[src/rtl/faf_pkg.sv]
package faf_pkg;
  typedef enum logic [1:0] {
    FS_IDLE = 2'd0,
    FS_RUN  = 2'd1,
    FS_WAIT = 2'd2
  } fs_state_t;

  localparam int unsigned SET_CNT = 2;
  localparam int unsigned SET_A   = 0;
  localparam int unsigned SET_B   = 1;
endpackage

[src/rtl/faf_rst_sync.sv]
module faf_rst_sync (
  input  logic clk,
  input  logic rst_n,
  output logic rst_n_sync
);
  logic [1:0] sync_q;

  always_ff @(posedge clk or negedge rst_n) begin
    if (!rst_n) sync_q <= 2'b00;
    else        sync_q <= {sync_q[0], 1'b1};
  end

  assign rst_n_sync = sync_q[1];
endmodule

[src/rtl/faf_sequencer.sv]
module faf_sequencer
  import faf_pkg::*;
(
  input  logic clk,
  input  logic rst_n,
  input  logic frame_avail,
  input  logic frame_done,
  output logic run,
  output logic launch,
  output logic phase,
  output logic finish
);
  fs_state_t state_q, state_d;
  logic      phase_q, phase_d;
  logic      launch_q, launch_d;

  always_comb begin
    state_d  = state_q;
    phase_d  = phase_q;
    launch_d = 1'b0;
    case (state_q)
      FS_IDLE, FS_WAIT: begin
        if (frame_avail) begin
          state_d  = FS_RUN;
          launch_d = 1'b1;
        end
      end
      FS_RUN: begin
        if (frame_done) begin
          state_d = FS_WAIT;
          phase_d = ~phase_q;
        end
      end
      default: state_d = FS_IDLE;
    endcase
  end

  always_ff @(posedge clk or negedge rst_n) begin
    if (!rst_n) begin
      state_q  <= FS_IDLE;
      phase_q  <= 1'b0;
      launch_q <= 1'b0;
    end else begin
      state_q  <= state_d;
      phase_q  <= phase_d;
      launch_q <= launch_d;
    end
  end

  assign run    = (state_q == FS_RUN);
  assign launch = launch_q;
  assign phase  = phase_q;
  assign finish = run & frame_done;

  AST_START_NEEDS_AVAIL: assert property (@(posedge clk) disable iff (!rst_n)
    $rose(run) |-> $past(frame_avail)) else $error("frame began without input");
  AST_LAUNCH_SINGLE: assert property (@(posedge clk) disable iff (!rst_n)
    launch |=> !launch) else $error("launch longer than one cycle");
  AST_PHASE_FLIPS_ON_END: assert property (@(posedge clk) disable iff (!rst_n)
    finish |=> (phase != $past(phase)) && !run) else $error("phase not swapped");
  AST_PHASE_HOLDS_IN_FRAME: assert property (@(posedge clk) disable iff (!rst_n)
    (run && !finish) |=> $stable(phase)) else $error("phase moved mid-frame");
endmodule

[src/rtl/faf_join.sv]
module faf_join
  import faf_pkg::*;
(
  input  logic               clk,
  input  logic               rst_n,
  input  logic               run,
  input  logic               phase,
  input  logic [SET_CNT-1:0] score_done,
  input  logic [SET_CNT-1:0] build_done,
  output logic               frame_done
);
  logic sc_seen_q, sc_seen_d;
  logic bl_seen_q, bl_seen_d;
  logic sc_hit, bl_hit;

  // phase 0: scoring in B, building in A; phase 1: the reverse
  assign sc_hit = phase ? score_done[SET_A] : score_done[SET_B];
  assign bl_hit = phase ? build_done[SET_B] : build_done[SET_A];

  assign frame_done = run & (sc_seen_q | sc_hit) & (bl_seen_q | bl_hit);

  always_comb begin
    sc_seen_d = run & ~frame_done & (sc_seen_q | sc_hit);
    bl_seen_d = run & ~frame_done & (bl_seen_q | bl_hit);
  end

  always_ff @(posedge clk or negedge rst_n) begin
    if (!rst_n) begin
      sc_seen_q <= 1'b0;
      bl_seen_q <= 1'b0;
    end else begin
      sc_seen_q <= sc_seen_d;
      bl_seen_q <= bl_seen_d;
    end
  end

  AST_FLAGS_CLEAR_IDLE: assert property (@(posedge clk) disable iff (!rst_n)
    !run |=> !(sc_seen_q || bl_seen_q) || run) else $error("flag survived boundary");
  AST_NO_DOUBLE_FLAG: assert property (@(posedge clk) disable iff (!rst_n)
    !(sc_seen_q && bl_seen_q)) else $error("both flags held without end");
endmodule

[src/rtl/faf_roles.sv]
module faf_roles
  import faf_pkg::*;
(
  input  logic               clk,
  input  logic               rst_n,
  input  logic               run,
  input  logic               launch,
  input  logic               phase,
  output logic [SET_CNT-1:0] score_en,
  output logic [SET_CNT-1:0] build_en,
  output logic [SET_CNT-1:0] score_start,
  output logic [SET_CNT-1:0] build_start
);
  for (genvar s = 0; s < SET_CNT; s++) begin : g_set
    localparam logic SCORES_IN_PH1 = (s == SET_A);
    always_comb begin
      score_en[s]    = run & (phase == SCORES_IN_PH1);
      build_en[s]    = run & (phase != SCORES_IN_PH1);
      score_start[s] = launch & score_en[s];
      build_start[s] = launch & build_en[s];
    end

    AST_SET_ONE_ROLE: assert property (@(posedge clk) disable iff (!rst_n)
      !(score_en[s] && build_en[s])) else $error("set holds both roles");
  end

  AST_TWO_ACTIVE: assert property (@(posedge clk) disable iff (!rst_n)
    run |-> ($countones({score_en, build_en}) == 2)) else $error("wrong engine count");
endmodule

[src/rtl/faf_counter.sv]
module faf_counter #(
  parameter int unsigned CNT_W = 16
) (
  input  logic             clk,
  input  logic             rst_n,
  input  logic             step,
  output logic [CNT_W-1:0] count
);
  logic [CNT_W-1:0] cnt_q, cnt_d;

  always_comb begin
    cnt_d = cnt_q;
    if (step) cnt_d = cnt_q + 1'b1;
  end

  always_ff @(posedge clk or negedge rst_n) begin
    if (!rst_n)    cnt_q <= '0;
    else if (step) cnt_q <= cnt_d;
  end

  assign count = cnt_q;

  AST_COUNT_STEPS_BY_ONE: assert property (@(posedge clk) disable iff (!rst_n)
    (cnt_q != $past(cnt_q)) |-> (cnt_q == $past(cnt_q) + 1'b1)) else $error("count jump");
endmodule

[src/rtl/frame_alternation_ctrl.sv]
module frame_alternation_ctrl
  import faf_pkg::*;
#(
  parameter int unsigned CNT_W = 16
) (
  input  logic             clk,
  input  logic             rst_n,
  input  logic             frame_avail,
  input  logic [1:0]       score_done,
  input  logic [1:0]       build_done,
  output logic [1:0]       score_en,
  output logic [1:0]       build_en,
  output logic [1:0]       score_start,
  output logic [1:0]       build_start,
  output logic             phase,
  output logic [CNT_W-1:0] frame_count
);
  logic rst_n_i;
  logic run, launch, finish, frame_done;

  faf_rst_sync u_rst (
    .clk        (clk),
    .rst_n      (rst_n),
    .rst_n_sync (rst_n_i)
  );

  faf_sequencer u_seq (
    .clk         (clk),
    .rst_n       (rst_n_i),
    .frame_avail (frame_avail),
    .frame_done  (frame_done),
    .run         (run),
    .launch      (launch),
    .phase       (phase),
    .finish      (finish)
  );

  faf_join u_join (
    .clk        (clk),
    .rst_n      (rst_n_i),
    .run        (run),
    .phase      (phase),
    .score_done (score_done),
    .build_done (build_done),
    .frame_done (frame_done)
  );

  faf_roles u_roles (
    .clk         (clk),
    .rst_n       (rst_n_i),
    .run         (run),
    .launch      (launch),
    .phase       (phase),
    .score_en    (score_en),
    .build_en    (build_en),
    .score_start (score_start),
    .build_start (build_start)
  );

  faf_counter #(.CNT_W(CNT_W)) u_cnt (
    .clk   (clk),
    .rst_n (rst_n_i),
    .step  (finish),
    .count (frame_count)
  );

  AST_RESET_QUIET: assert property (@(posedge clk)
    !rst_n_i |-> ({score_en, build_en, score_start, build_start} == 8'd0)) else $error("active in reset");
endmodule

[config.mk]
export PLATFORM = sky130hd
export DESIGN_NAME = frame_alternation_ctrl
export DESIGN_NICKNAME = d
export VERILOG_FILES = /design/src/rtl/faf_pkg.sv /design/src/rtl/faf_rst_sync.sv /design/src/rtl/faf_sequencer.sv /design/src/rtl/faf_join.sv /design/src/rtl/faf_roles.sv /design/src/rtl/faf_counter.sv /design/src/rtl/frame_alternation_ctrl.sv
export SDC_FILE = /design/constraint.sdc
export NUM_CORES = 1
export LEC_CHECK = 0
export CAP_MARGIN = 5
export CORE_MARGIN = 10
export CORE_UTILIZATION = 46
export DETAILED_ROUTE_END_ITERATION = 10
export PLACE_DENSITY = 0.78
export SLEW_MARGIN = 20
export SYNTH_ARGS = -nofsm -noshare
export SYNTH_HDL_FRONTEND = slang
export SYNTH_SLANG_ARGS = --single-unit
[constraint.sdc]
create_clock -name clk -period 1.6 [get_ports clk]
set_clock_uncertainty 0.15 [all_clocks]
set_input_delay 0.16 -clock clk [delete_from_list [all_inputs] [get_ports clk]]
set_output_delay 0.16 -clock clk [all_outputs]
set_load 0.005 [all_outputs]
== Word-level counts from Yosys, hierarchy flattened ==
Cells that the tools add are included.
Word-level totals
  logic and storage cells: 37
  register bits: 24
  output and inout port bits: 25
Operators by class
  bitwise operators: 14
  reductions and logical operators: 4
  equality and inequality tests: 4
  $add $sub $neg: 1
  multiplexer cells: 7
Operators with widths (count)
  $add A16 B1 Y16 const B: 1
  $and A1 B1 Y1: 10
  $mux W1: 4
  $mux W2: 2
  $ne A2 B2 Y1 const B: 2
  $pmux W2 S2: 1
  $reduce_and A2 Y1: 2
  $eq A2 B1 Y1 const B: 1
  $eq A2 B2 Y1 const B: 1
  $logic_not A2 Y1: 1
  $not A1 Y1: 2
  $or A1 B1 Y1: 2
  $reduce_or A2 Y1: 1

== Depth between registers and ports, before layout ==
  depth after elaboration: 7
  mapped depth: 5
  gate-level depth less buffers: 4

== Cells and area by module ==
Synthesis repeated with hierarchy kept, for this count alone.
Unflattened totals
  cell total of the unflattened synthesis: 89
  area total of the unflattened synthesis: 1099.8 µm²
By module, submodules not included
  faf_counter: sequential area each 400.4 µm², instances 1, area each 695.7 µm², cells each 56
  faf_sequencer: sequential area each 100.1 µm², instances 1, area each 175.2 µm², cells each 13
  faf_join: sequential area each 50.0 µm², instances 1, area each 111.4 µm², cells each 9
  faf_roles: sequential area each 0.0 µm², instances 1, area each 63.8 µm², cells each 8
  faf_rst_sync: sequential area each 50.0 µm², instances 1, area each 53.8 µm², cells each 3

== Least setup slack after synthesis ==
Ideal clock, no wire load.
  path type: register -> register
  start point: register u_seq.phase_q (netlist: u_seq.phase)
  end point: register u_cnt.cnt_q[4] (netlist: u_cnt.count[4])
  required time: 1.324 ns
  setup time: 0.126 ns
  setup slack: -0.147 ns
  data arrival time: 1.471 ns
  cell stages (with the launch flop): 6
  cell sequence: dfrtp_1 > mux2_2 > o221ai_4 > buf_6 > nor2_1 > xor2_1
On the way
  word-level cells in the longest chain between the ends: 5
  elaborated cells on any way between the ends: 7
  those cells by class: 2 x mux; 5 x bitwise
Ends and longest elaborated chain
  start: declaration: RTL line faf_sequencer.sv:14  | logic phase_q, phase_d;
  start signal: assignment: RTL line faf_sequencer.sv:45  | phase_q <= phase_d;
  $mux W1: RTL line faf_join.sv:17  | assign sc_hit = phase ? score_done[SET_A] : score_done[SET_B];
  $or A1 B1 Y1: RTL line faf_join.sv:20  | assign frame_done = run & (sc_seen_q | sc_hit) & (bl_seen_q | bl_hit);
  $and A1 B1 Y1: RTL line faf_join.sv:20
  $and A1 B1 Y1 (*): RTL line faf_join.sv:20
  $and A1 B1 Y1 (*): RTL line faf_sequencer.sv:53  | assign finish = run & frame_done;
  end signal: assignment: RTL line faf_counter.sv:18  | else if (step) cnt_q <= cnt_d;
  end: declaration: RTL line faf_counter.sv:9  | logic [CNT_W-1:0] cnt_q, cnt_d;
Every way passes the cells marked *; elsewhere a longest branch is shown, timed or not.
A chain may end at the register's enable or synchronous reset.

== Final worst setup path ==
  start point: register u_seq.phase_q (netlist: u_seq.phase)
  end point: register u_cnt.cnt_q[12] (netlist: u_cnt.count[12])
Same word-level chain as after synthesis.

==> impl_metrics.env <==
export IMPL_outcome="finished, violations left"
export IMPL_violations="setup timing"
export IMPL_r2r_setup_slack_ps=-240
export IMPL_crit_top_cell="buf_12"
export IMPL_crit_path_end="u_cnt.count[12]"
export IMPL_htree_levels=1
export IMPL_ys_ff_latch=24
export IMPL_max_freq_mhz=544
export IMPL_p_leak_nw=1.09
export IMPL_totalWireLength_um=3940
export IMPL_dp_hpwl_um=1930
export IMPL_power_mw=2.97
export IMPL_rsz0062_at_grt="yes"
export IMPL_via_per_inst=5.36
export IMPL_max_stage_delay_ps=430
export IMPL_ir_worst_vdd_mv=1.33
export IMPL_drive_gt1_frac=0.482
export IMPL_setup_worst_path_start="u_seq.phase"
export IMPL_num_rows=17
export IMPL_start_util=0.494
export IMPL_required_ps=1660
export IMPL_synthMuxAreaShare=0.0303
export IMPL_avgSynthCellArea_um2=11.5
export IMPL_synthXorXnorAreaFrac=0.126
export IMPL_synth_adder_area_share=0.0112
export IMPL_setup_viol=27
export IMPL_cts_root_buf="clkbuf_4"
export IMPL_core_area_um2=2250
export IMPL_min_period_over_period=1.15
export IMPL_final_cell_count_no_fill=192
export IMPL_ys_seq_area_frac=0.539
export IMPL_wl_per_cell_um=20.5
export IMPL_start_kind="flip-flop"
export IMPL_dp_cells=164
export IMPL_dpl_cell_area_um2=1550
export IMPL_path_clk_slew_ps=140
export IMPL_synth_top_family_by_area="simple AND/OR/NAND/NOR gates"
export IMPL_antenna_cells=0
export IMPL_grt_pass1_vias=1075
export IMPL_mostFrequentLayoutCell="buf_4"
export IMPL_drv_cap=0
export IMPL_layout_nets=173
export IMPL_cp_cell_sequence="buf_6 > mux2_4 > o221ai_4 > buf_12 > buf_12 > nor3_4 > xor2_1"
export IMPL_grt_overflow=0
export IMPL_syn_cell_area_um2=1110
export IMPL_clockBufferDepth=2
export IMPL_rr_startpoint="u_seq.phase"
export IMPL_grt_pass1_wl_um=5570
export IMPL_yosys_warnings=0
export IMPL_die_w_um=69.2
export IMPL_worstSkewPairLatency_ps=320
export IMPL_setup_ws_ps=-237
export IMPL_crit_path_end_kind="flip-flop"
export IMPL_worstHoldPathType="flip-flop to asynchronous set/reset pin"
export IMPL_setup_tns_ps=-4190
export IMPL_netlist_instances=97
export IMPL_yosysTopAreaCellShare=0.539
export IMPL_period_needed_ps=1840
export IMPL_ioPinCount=32
export IMPL_die_area_um2=4790
export IMPL_antenna_left=0
export IMPL_whs_ps=47.4
export IMPL_mostFrequentLayoutCells="24 x buf_4, 21 x dfrtp_1, 16 x buf_6"
export IMPL_antenna_found_initial=0
export IMPL_io_buffer_count=31
export IMPL_dp_slack_ps=-201
export IMPL_syn_num_nets=105
export IMPL_grt_start_max_net_pins=14
export IMPL_crit_slowest_cell="dfrtp_2"
export IMPL_synth_simple_area_share=0.204
export IMPL_finalInstanceArea_um2=2000
export IMPL_die_h_um=69.2
export IMPL_utilization=0.887
export IMPL_reg2reg_depth=7
export IMPL_slew_violations=0
export IMPL_path_max_fanout=6
export IMPL_path_class="flip-flop to flip-flop"
export IMPL_area_delta_synth_final_pct=79.6
export IMPL_first_iter_violations=62
export IMPL_final_hold_violation_count=0
export IMPL_yosys_area_top_type="dfrtp_1"
export IMPL_power_density_nw_per_um2=1490
export IMPL_cts_made_buffers=3
export IMPL_cts_tree="built"
export IMPL_clock_sinks=24
export IMPL_place_gp_congestion=0.752
export IMPL_r2r_end="u_cnt.count[12]"
export IMPL_grt_use_total=0.137
export IMPL_vias=1030
export IMPL_route_detailed_drc=0
export IMPL_post_synth_num_cell_types=26
export IMPL_drt_pass1_iterations=4
export IMPL_synthTopCellsByArea="dfrtp_1 54%, xor2_1 8.7%, xnor2_1 3.9%, nor3_1 3.1%, mux2_2 3.0%"
export IMPL_synth_compound_area_frac=0.0348
export IMPL_crit_arrival_ps=1900
cells by family (layout without fill, tap and decap cells):
kind of cell,count (synthesis),after routing
compound gates,3,3
xor+xnor,16,16
fa+ha+maj,1,1
buf+inv,9,76
flops,24,24
mux,3,3
other cells,1,1
simple gates,40,40
cell usage after synthesis:
master / count
dfrtp_1: 24
xor2_1: 11
nor3_1: 7
nand3_1: 6
nor2_1: 6
xnor2_1: 5
buf_4: 4
inv_1: 4
nand2_1: 4
mux2_2: 3
nand2b_1: 3
and2_1: 2
and3_1: 2
and4_1: 2
nor2b_1: 2
nor3_2: 2
a21o_1: 1
buf_6: 1
conb_1: 1
ha_1: 1
nand4_1: 1
nor4_1: 1
nor4_2: 1
o21ai_0: 1
o221ai_4: 1
or2_2: 1
worst max-delay path, delay by kind of cell (launching register included):
| kind | cells | cell delay [ps] |
|---|---|---|
| flip-flops | 1 | 430 |
| AND/OR/NAND/NOR | 1 | 50 |
| XOR/XNOR | 1 | 170 |
| AO/OA/AOI/OAI | 1 | 210 |
| buffers and inverters | 3 | 410 |
| multiplexers | 1 | 310 |
layout make-up:
cell class / count / area [um^2]
Clock buffer: 4 / 36.3
Timing Repair Buffer: 68 / 706
Tap cell: 28 / 35.0
Sequential cell: 24 / 604
Multi-Input combinational cell: 64 / 603
Inverter: 4 / 15.0
Fill cell: 93 / 255
worst min-delay path by stage:
stage,cells past startpoint,endpoint,from
after CTS,0,u_cnt.count[3],u_rst.sync_q[1]
after floorplan,0,u_rst.sync_q[0],rst_n
after global placement,0,u_cnt.count[0],u_rst.sync_q[1]
final,0,u_cnt.count[2],u_rst.sync_q[1]
after global routing,0,u_cnt.count[2],u_rst.sync_q[1]
after detailed placement,0,u_cnt.count[3],u_rst.sync_q[1]
where the power goes:
group          switching (mW)  internal (mW)
registers               0.123          0.739
logic                   0.717           1.06
clock network           0.197          0.139
per-layer routing:
metal | GRT usage | wire length (um) | vias up
met1 | 0.156 | 1560 | 523
met2 | 0.229 | 2050 | 41
li1 | - | - | 451
met4 | 0.0621 | 116 | 0
met3 | 0.0414 | 221 | 15
met5 | 0 | 0 | -
state kept, by name, summed over array words and instances, names as in the netlist:
signal	cells
u_cnt.count	16
u_rst.sync_q	2
u_seq.state_q	2
u_join.bl_seen_q	1
u_join.sc_seen_q	1
u_seq.launch	1
u_seq.phase	1
repair_timing:
item                                    4_1_cts  5_1_grt
hold buffers                                  1        0
endpoints found under the hold margin         2        0
buffers inserted                             12       14
endpoints found under the setup margin       28       38
pin swaps                                    11        4
gates cloned                                  1        0
gates resized for setup                      74       22
Note: power is estimated with default switching activity, not from simulation.
